--- src/rtl/idx_pkg.sv ---
package idx_pkg;

    localparam int IA_W  = 16;
    localparam int DW    = 16;
    localparam int OFS_W = 12;
    localparam int VAL_W = 32;

    localparam logic [3:0]       NIB_ALL     = 4'hF;
    localparam logic [OFS_W-1:0] OFS_FMT     = 12'h000;
    localparam logic [OFS_W-1:0] OFS_GAIN    = 12'h001;
    localparam logic [OFS_W-1:0] OFS_DEC     = 12'h002;
    localparam logic [OFS_W-1:0] OFS_AGC     = 12'h003;
    localparam logic [OFS_W-1:0] OFS_SNAP    = 12'h004;
    localparam logic [OFS_W-1:0] OFS_AGC_SMP = 12'h00F;

    localparam logic [2:0] DA_LO  = 3'd0;
    localparam logic [2:0] DA_HI  = 3'd1;
    localparam logic [2:0] DA_GO  = 3'd2;
    localparam logic [2:0] DA_PTR = 3'd3;

    typedef enum logic [2:0] {
        SRC_FMT  = 3'd0,
        SRC_GAIN = 3'd1,
        SRC_DEC  = 3'd2,
        SRC_AGC  = 3'd3,
        SRC_SNAP = 3'd4,
        SRC_NONE = 3'd5
    } src_e;

    typedef struct packed {
        logic             ok;
        logic             bcast;
        logic [3:0]       chan;
        logic [OFS_W-1:0] ofs;
    } sel_t;

    function automatic src_e src_of(input logic [OFS_W-1:0] ofs);
        case (ofs)
            OFS_FMT:  return SRC_FMT;
            OFS_GAIN: return SRC_GAIN;
            OFS_DEC:  return SRC_DEC;
            OFS_AGC:  return SRC_AGC;
            OFS_SNAP: return SRC_SNAP;
            default:  return SRC_NONE;
        endcase
    endfunction

    function automatic logic is_writable(input src_e s);
        return (s == SRC_FMT) || (s == SRC_GAIN) || (s == SRC_DEC);
    endfunction

    function automatic sel_t decode(input logic [IA_W-1:0] a, input int nchan);
        sel_t s;
        s.ofs   = a[OFS_W-1:0];
        s.chan  = '0;
        s.bcast = 1'b0;
        s.ok    = 1'b0;
        if (a[IA_W-1:OFS_W] == NIB_ALL) begin
            s.ok    = 1'b1;
            s.bcast = 1'b1;
        end else if (int'(a[IA_W-1:OFS_W]) < nchan) begin
            s.ok   = 1'b1;
            s.chan = a[IA_W-1:OFS_W];
        end
        return s;
    endfunction

endpackage

--- src/rtl/idx_addr_reg.sv ---
module idx_addr_reg
    import idx_pkg::*;
#(
    parameter int NCHAN = 4
) (
    input  logic            clk,
    input  logic            rst,
    input  logic            ld,
    input  logic [IA_W-1:0] din,
    output logic [IA_W-1:0] addr_q,
    output sel_t            sel
);

    always_ff @(posedge clk) begin
        if (rst) addr_q <= '0;
        else if (ld) addr_q <= din;
    end

    always_comb sel = decode(addr_q, NCHAN);

    assert_ptr_load_R2: assert property (@(posedge clk) disable iff (rst)
        ld |=> addr_q == $past(din));

    // the pointer survives everything but a load, so readback needs no reload
    assert_ptr_hold_R10: assert property (@(posedge clk) disable iff (rst)
        !ld |=> $stable(addr_q));

endmodule

--- src/rtl/idx_strobe_gen.sv ---
module idx_strobe_gen
    import idx_pkg::*;
#(
    parameter int         NCHAN      = 4,
    parameter logic [5:0] FETCH_MASK = 6'b010000
) (
    input  logic             clk,
    input  logic             rst,
    input  logic             ld_addr,
    input  logic [IA_W-1:0]  din,
    input  logic             commit,
    input  sel_t             sel,
    output logic [NCHAN-1:0] fetch_stb,
    output logic [NCHAN-1:0] wr_stb,
    output logic             agc_smp
);

    localparam logic [NCHAN-1:0] ONE = {{(NCHAN-1){1'b0}}, 1'b1};

    sel_t nsel;
    src_e nsrc;
    src_e csrc;
    logic need_fetch;
    logic do_write;
    logic do_sample;

    always_comb begin
        nsel       = decode(din, NCHAN);
        nsrc       = src_of(nsel.ofs);
        csrc       = src_of(sel.ofs);
        need_fetch = ld_addr && nsel.ok && FETCH_MASK[int'(nsrc)];
        do_write   = commit && sel.ok && is_writable(csrc);
        do_sample  = commit && sel.ok && (sel.ofs == OFS_AGC_SMP);
    end

    always_ff @(posedge clk) begin
        if (rst) begin
            fetch_stb <= '0;
            wr_stb    <= '0;
            agc_smp   <= 1'b0;
        end else begin
            fetch_stb <= need_fetch ? (ONE << nsel.chan) : '0;
            if (do_write) wr_stb <= sel.bcast ? '1 : (ONE << sel.chan);
            else          wr_stb <= '0;
            agc_smp   <= do_sample;
        end
    end

    assert_fetch_onehot_R3: assert property (@(posedge clk) disable iff (rst)
        $onehot0(fetch_stb));

    assert_fetch_cause_R3: assert property (@(posedge clk) disable iff (rst)
        (fetch_stb != '0) |-> $past(ld_addr));

    assert_wr_cause_R8: assert property (@(posedge clk) disable iff (rst)
        (wr_stb != '0) |-> $past(commit));

    assert_sample_alone_R9: assert property (@(posedge clk) disable iff (rst)
        agc_smp |-> (wr_stb == '0) && (fetch_stb == '0));

    assert_invalid_quiet_R7: assert property (@(posedge clk) disable iff (rst)
        (commit && !sel.ok && !ld_addr) |=> (wr_stb == '0) && !agc_smp && (fetch_stb == '0));

endmodule

--- src/rtl/idx_read_mux.sv ---
module idx_read_mux
    import idx_pkg::*;
#(
    parameter int NCHAN  = 4,
    parameter int FMT_W  = 25,
    parameter int GAIN_W = 16,
    parameter int DEC_W  = 16,
    parameter int AGC_W  = 16,
    parameter int SNAP_W = 24,
    localparam int CH_W  = $clog2(NCHAN)
) (
    input  logic                    clk,
    input  logic                    rst,
    input  logic                    rd,
    input  logic [2:0]              dir_addr,
    input  logic [IA_W-1:0]         addr_q,
    input  logic                    sel_ok,
    input  logic [CH_W-1:0]         sel_idx,
    input  logic [OFS_W-1:0]        sel_ofs,
    input  logic [NCHAN*FMT_W-1:0]  fmt_in,
    input  logic [NCHAN*GAIN_W-1:0] gain_in,
    input  logic [NCHAN*DEC_W-1:0]  dec_in,
    input  logic [NCHAN*AGC_W-1:0]  agc_in,
    input  logic [NCHAN*SNAP_W-1:0] snap_in,
    output logic [DW-1:0]           rdata
);

    logic [FMT_W-1:0]  fmt_a  [NCHAN];
    logic [GAIN_W-1:0] gain_a [NCHAN];
    logic [DEC_W-1:0]  dec_a  [NCHAN];
    logic [AGC_W-1:0]  agc_a  [NCHAN];
    logic [SNAP_W-1:0] snap_a [NCHAN];

    for (genvar c = 0; c < NCHAN; c++) begin : g_unpack
        assign fmt_a[c]  = fmt_in[c*FMT_W +: FMT_W];
        assign gain_a[c] = gain_in[c*GAIN_W +: GAIN_W];
        assign dec_a[c]  = dec_in[c*DEC_W +: DEC_W];
        assign agc_a[c]  = agc_in[c*AGC_W +: AGC_W];
        assign snap_a[c] = snap_in[c*SNAP_W +: SNAP_W];
    end

    logic [VAL_W-1:0] val;

    always_comb begin
        val = '0;
        if (sel_ok) begin
            case (src_of(sel_ofs))
                SRC_FMT:  val = VAL_W'(fmt_a[sel_idx]);
                SRC_GAIN: val = VAL_W'(gain_a[sel_idx]);
                SRC_DEC:  val = VAL_W'(dec_a[sel_idx]);
                SRC_AGC:  val = VAL_W'(agc_a[sel_idx]);
                SRC_SNAP: val = VAL_W'(snap_a[sel_idx]);
                default:  val = '0;
            endcase
        end
    end

    always_ff @(posedge clk) begin
        if (rst) begin
            rdata <= '0;
        end else if (rd) begin
            case (dir_addr)
                DA_LO:   rdata <= val[DW-1:0];
                DA_HI:   rdata <= val[VAL_W-1:DW];
                DA_PTR:  rdata <= addr_q;
                default: rdata <= '0;
            endcase
        end
    end

    assert_rd_ptr_R2: assert property (@(posedge clk) disable iff (rst)
        (rd && dir_addr == DA_PTR) |=> rdata == $past(addr_q));

    assert_rd_invalid_R7: assert property (@(posedge clk) disable iff (rst)
        (rd && !sel_ok && (dir_addr == DA_LO || dir_addr == DA_HI)) |=> rdata == '0);

    assert_rd_hold_R1: assert property (@(posedge clk) disable iff (rst)
        !rd |=> $stable(rdata));

endmodule

--- src/rtl/idx_port_ctrl.sv ---
module idx_port_ctrl
    import idx_pkg::*;
#(
    parameter int         NCHAN      = 4,
    parameter int         FMT_W      = 25,
    parameter int         GAIN_W     = 16,
    parameter int         DEC_W      = 16,
    parameter int         AGC_W      = 16,
    parameter int         SNAP_W     = 24,
    parameter logic [5:0] FETCH_MASK = 6'b010000,
    localparam int        CH_W       = $clog2(NCHAN)
) (
    input  logic                    clk,
    input  logic                    rst,
    input  logic [2:0]              bus_addr,
    input  logic [DW-1:0]           bus_wdata,
    input  logic                    bus_wr,
    input  logic                    bus_rd,
    input  logic [NCHAN*FMT_W-1:0]  fmt_in,
    input  logic [NCHAN*GAIN_W-1:0] gain_in,
    input  logic [NCHAN*DEC_W-1:0]  dec_in,
    input  logic [NCHAN*AGC_W-1:0]  agc_in,
    input  logic [NCHAN*SNAP_W-1:0] snap_in,
    output logic [DW-1:0]           rdata,
    output logic                    sel_ok,
    output logic [CH_W-1:0]         sel_chan,
    output logic [OFS_W-1:0]        sel_ofs,
    output logic [NCHAN-1:0]        fetch_stb,
    output logic [NCHAN-1:0]        wr_stb,
    output logic [VAL_W-1:0]        wr_val,
    output logic                    agc_smp
);

    logic            ld_addr;
    logic            commit;
    logic [DW-1:0]   lo_q;
    logic [DW-1:0]   hi_q;
    logic [IA_W-1:0] addr_q;
    sel_t            sel;

    assign ld_addr = bus_wr && (bus_addr == DA_PTR);
    assign commit  = bus_wr && (bus_addr == DA_GO);

    always_ff @(posedge clk) begin
        if (rst) begin
            lo_q <= '0;
            hi_q <= '0;
        end else if (bus_wr) begin
            if (bus_addr == DA_LO) lo_q <= bus_wdata;
            if (bus_addr == DA_HI) hi_q <= bus_wdata;
        end
    end

    assign wr_val   = {hi_q, lo_q};
    assign sel_ok   = sel.ok;
    assign sel_chan = sel.chan[CH_W-1:0];
    assign sel_ofs  = sel.ofs;

    idx_addr_reg #(.NCHAN(NCHAN)) u_ptr (
        .clk    (clk),
        .rst    (rst),
        .ld     (ld_addr),
        .din    (bus_wdata),
        .addr_q (addr_q),
        .sel    (sel)
    );

    idx_strobe_gen #(.NCHAN(NCHAN), .FETCH_MASK(FETCH_MASK)) u_stb (
        .clk       (clk),
        .rst       (rst),
        .ld_addr   (ld_addr),
        .din       (bus_wdata),
        .commit    (commit),
        .sel       (sel),
        .fetch_stb (fetch_stb),
        .wr_stb    (wr_stb),
        .agc_smp   (agc_smp)
    );

    idx_read_mux #(
        .NCHAN(NCHAN), .FMT_W(FMT_W), .GAIN_W(GAIN_W),
        .DEC_W(DEC_W), .AGC_W(AGC_W), .SNAP_W(SNAP_W)
    ) u_rd (
        .clk      (clk),
        .rst      (rst),
        .rd       (bus_rd),
        .dir_addr (bus_addr),
        .addr_q   (addr_q),
        .sel_ok   (sel.ok),
        .sel_idx  (sel.chan[CH_W-1:0]),
        .sel_ofs  (sel.ofs),
        .fmt_in   (fmt_in),
        .gain_in  (gain_in),
        .dec_in   (dec_in),
        .agc_in   (agc_in),
        .snap_in  (snap_in),
        .rdata    (rdata)
    );

    // staged words move only on their own slot writes
    assert_stage_hold_R8: assert property (@(posedge clk) disable iff (rst)
        !bus_wr |=> $stable(wr_val));

endmodule

--- config.mk ---
export PLATFORM = sky130hd
export DESIGN_NAME = idx_port_ctrl
export DESIGN_NICKNAME = d
export VERILOG_FILES = /design/src/rtl/idx_pkg.sv /design/src/rtl/idx_addr_reg.sv /design/src/rtl/idx_strobe_gen.sv /design/src/rtl/idx_read_mux.sv /design/src/rtl/idx_port_ctrl.sv
export SDC_FILE = /design/constraint.sdc
export NUM_CORES = 1
export LEC_CHECK = 0
export BUFFER_PORTS_ARGS = -buffer_cell sky130_fd_sc_hd__buf_2
export CAP_MARGIN = 20
export CORE_AREA = 3 3 188 190
export CTS_CLUSTER_DIAMETER = 120
export DETAILED_ROUTE_END_ITERATION = 8
export DIE_AREA = 0 0 191 193
export PLACE_DENSITY = 0.52
export SKIP_CTS_REPAIR_TIMING = 1
export SYNTH_ARGS = -nofsm -noshare
export SYNTH_HDL_FRONTEND = slang
export SYNTH_SLANG_ARGS = --single-unit
--- constraint.sdc ---
create_clock -name clk -period 3.8 [get_ports clk]
set_input_delay 1.14 -clock clk [delete_from_list [all_inputs] [get_ports clk]]
set_output_delay 1.14 -clock clk [all_outputs]
set_load 0.01 [all_outputs]
==> flow_summary_export.csv <==
group,metric,value,unit
detailed_routing,detail_route.vias_per_cell,5.067,
die,core_area,33620,um2
timing,fin_tns_setup,0,ns
timing,fin_ws,0.6310,ns
clock_tree,clk_root_buffer_cell,"sky130_fd_sc_hd__clkbuf_16",
finish,layoutNonFillerInstCount,1967,
die,dieArea,36860,um2
worst_hold_path,min_delay_path_depth,2,
synthesis,synth_edf_count,0,
critical_path,cp_max_fo,58,
clock_tree,cts.reportedPaths.clkPinSlew,0.06,ns
timing,fmax,315.6,MHz
timing,fin_worst_hold_slack,0.4540,ns
pwr,netSwitchingPower,0.7704,mW
global_route,gr-usage-all-layers,21.57,%
synthesis,synth.distinct_cells,57,
clock_tree,h-tree-depth,3,
critical_path,reg2reg_to,"u_rd.rdata[10]",
synthesis,synthesis.instances,1098,
detailed_routing,route.detailed.drc,0,
pwr,vdd_ir_drop_max,238.5,uV
placed_design,dp_hpwl,34130,um
critical_path,worstSetupEndpointType,"flop",
synthesis,yosysWarningCount,0,
critical_path,worstSetupStartpoint,"u_ptr.addr_q[13]",
die,floorplan.die.width,191,um
finish,layout.cells.most_common,"sky130_fd_sc_hd__buf_2",
global_route,antenna_found_initial,11,
timing,setup_violations,0,
worst_hold_path,min-delay-start,"lo_q[3]",
die,floorplan.rows,67,
die,fp.dieH,193,um
pwr,clock_power_share,35.6,%
global_route,grt_pass1_wl,59930,um
timing,finClkSkew,0.006420,ns
pwr,power.share.combinational,30.9,%
clock_tree,worst_skew_pair_later_pin_latency,0.34,ns
pwr,power_leakage,4.510,nW
global_route,vias_in_the_first_global_route,9352,
critical_path,worst_path_class_setup,"flop to flop",
finish,layout-area-overhead-vs-synth,40.88,%
timing,period_share,83.39,%
clock_tree,cts_tree,"built",
timing,slew-limit-headroom,31.74,%
finish,most_used_cells_in_the_layout_excluding_fill_and_tap_cells,"sky130_fd_sc_hd__buf_2 (482), sky130_fd_sc_hd__nor2_1 (186), sky130_fd_sc_hd__a21oi_1 (158)",
critical_path,worstRegToRegCells,8,
placed_design,port_buffers,482,
critical_path,arrival,3.37,ns
placed_design,dpl_worst_slack,0.6776,ns
detailed_routing,first_iter_violations,751,
placed_design,dp_cells,1942,
global_route,global_route.overflow_total,0,
synthesis,synth_fp_nets,1509,
detailed_routing,ant_nets,0,
detailed_routing,vias,9967,
worst_hold_path,hold-path-endpoint,"lo_q[3]",
global_route,largest_net_degree_at_the_start_of_global_routing,79,
synthesis,synth-async-reset-ratio,0,%
detailed_routing,drt_first_pass_iters,8,
timing,final_period_minus_worst_setup_slack,3.169,ns
synthesis,postSynthRegisterBits,73,
critical_path,timing.reg2reg.setup_slack,0.63,ns
worst_hold_path,worst_hold_path_type,"flop to flop",
timing,rsz0062_at_grt,"false",
pwr,pwr-share-seq,33.5,%
clock_tree,cts_made_buffers,9,
timing,final_count_of_pins_violating_max_slew,0,
placed_design,globalplace.congestion,0.8586,
timing,timing_hold_violations_final,0,
critical_path,worst_setup_path_start_kind,"flop",
pwr,post-layout-total-power,2.362,mW
clock_tree,clock_path_buffers,2,
synthesis,synth-seq-area-share,19.91,%
synthesis,synth_flop_cell,"sky130_fd_sc_hd__dfxtp_1",
flow_run,drv_cap,0,
synthesis,syn-cell-area,7340,um2
synthesis,syn-mean-instance-area,6.684,um2
finish,finalNetCount,1916,
finish,postLayoutCellArea,10340,um2
timing,slew_worst_pin,1.023,ns
status,outcome,"finished clean",
placed_design,dpl_cell_area,10030,um2
pwr,p_sw_share,32.62,%
detailed_routing,wl,43180,um
detailed_routing,drt-wirelength-per-cell,21.95,um
critical_path,crit_required,4.00,ns
die,top_level_ports,483,
finish,final_core_util,30.76,%
critical_path,worstReg2RegStart,"u_ptr.addr_q[13]",
pwr,p_per_area,228.4,nW/um2
pwr,p_int,1.592,mW
finish,layout_cell_share_with_drive_strength_beyond_1,40.13,%
clock_tree,numClockSinks,73,
die,initial_cell_density_of_the_core,21.83,%
layer usage:
| layer | up-vias | track usage (%) | share of wire, % |
|---|---|---|---|
| li1 | 4810 | - | - |
| met1 | 4636 | 28.07 | 42 |
| met2 | 475 | 35.65 | 48 |
| met3 | 42 | 4.918 | 8.2 |
| met4 | 4 | 6.605 | 2.3 |
| met5 | - | 0 | 0.063 |
state kept, by name (all words and copies together), names as in the netlist:
signal / flops
u_ptr.addr_q: 16
lo_q: 16
hi_q: 16
u_stb.fetch_stb: 4
u_stb.wr_stb: 4
u_rd.rdata: 16
u_stb.agc_smp: 1
worst max-delay path, cell delays in order, from the launching register on:
cell                       delay [ns]
sky130_fd_sc_hd__dfxtp_4         0.81
sky130_fd_sc_hd__buf_4           0.38
sky130_fd_sc_hd__mux2_2          0.39
sky130_fd_sc_hd__a22oi_1         0.15
sky130_fd_sc_hd__nor2_1          0.06
sky130_fd_sc_hd__a21oi_1         0.19
sky130_fd_sc_hd__o221ai_1        0.23
sky130_fd_sc_hd__nor3_1          0.58
sky130_fd_sc_hd__o21ai_0         0.18
Yosys cell counts, types with 4 or more instances:
cell	instances	area, um2
sky130_fd_sc_hd__a211oi_1	22	165.2
sky130_fd_sc_hd__a21oi_1	158	790.8
sky130_fd_sc_hd__a221oi_1	6	52.55
sky130_fd_sc_hd__a22oi_1	18	135.1
sky130_fd_sc_hd__and2_1	4	25.02
sky130_fd_sc_hd__and3_1	7	43.79
sky130_fd_sc_hd__buf_1	10	37.54
sky130_fd_sc_hd__buf_2	39	195.2
sky130_fd_sc_hd__buf_4	15	112.6
sky130_fd_sc_hd__clkbuf_1	49	183.9
sky130_fd_sc_hd__dfxtp_1	73	1461
sky130_fd_sc_hd__inv_1	10	37.54
sky130_fd_sc_hd__mux2_2	56	630.6
sky130_fd_sc_hd__mux2i_1	40	400.4
sky130_fd_sc_hd__nand2_1	147	551.8
sky130_fd_sc_hd__nand3_1	5	25.02
sky130_fd_sc_hd__nand3b_1	5	37.54
sky130_fd_sc_hd__nand4_1	4	25.02
sky130_fd_sc_hd__nor2_1	186	698.2
sky130_fd_sc_hd__nor2b_1	9	56.30
sky130_fd_sc_hd__nor3_1	15	75.07
sky130_fd_sc_hd__nor3b_1	4	30.03
sky130_fd_sc_hd__nor4_1	4	25.02
sky130_fd_sc_hd__nor4b_1	6	52.55
sky130_fd_sc_hd__o211ai_1	19	142.6
sky130_fd_sc_hd__o21ai_0	37	185.2
sky130_fd_sc_hd__o21bai_1	8	60.06
sky130_fd_sc_hd__o221ai_1	27	236.5
sky130_fd_sc_hd__o22ai_1	48	300.3
sky130_fd_sc_hd__o31ai_1	5	37.54
sky130_fd_sc_hd__o32ai_1	10	87.58
sky130_fd_sc_hd__or2_2	9	56.30
kinds of logic after synthesis:
family | synth area share [%]
flops | 19.91
mux | 14.25
simple gates | 25.23
compound gates | 32.36
buf+inv | 8.251
area by class of cell:
class                      count  area (um2)
antenna                        9       22.52
clock buffer                  11       254.0
clock inverter                 5       36.28
fill                        3771       23280
inverter                      11       53.80
multi-input combinational    899        5289
sequential                    73        1469
tap                          448       560.5
timing repair buffer         511        2655
power groups by stage:
stage	Combinational, mW	Clock (mW)	Sequential [mW]
2_1_floorplan	0.339	0	0.806
3_3_place_gp	0.721	0	0.808
3_5_place_dp	0.725	0	0.808
4_1_cts	0.728	0.863	0.791
5_1_grt	0.795	0.894	0.793
6_report	0.730	0.841	0.791
worst max path at each step:
stage                           to  slack, ns
global placement    u_rd.rdata[12]       0.68
floorplan                 lo_q[11]       1.14
detailed placement  u_rd.rdata[10]       0.68
CTS                    sel_chan[1]       0.65
global route        u_rd.rdata[10]       0.56
finish              u_rd.rdata[10]       0.63
(Power assumes the default switching activity.)
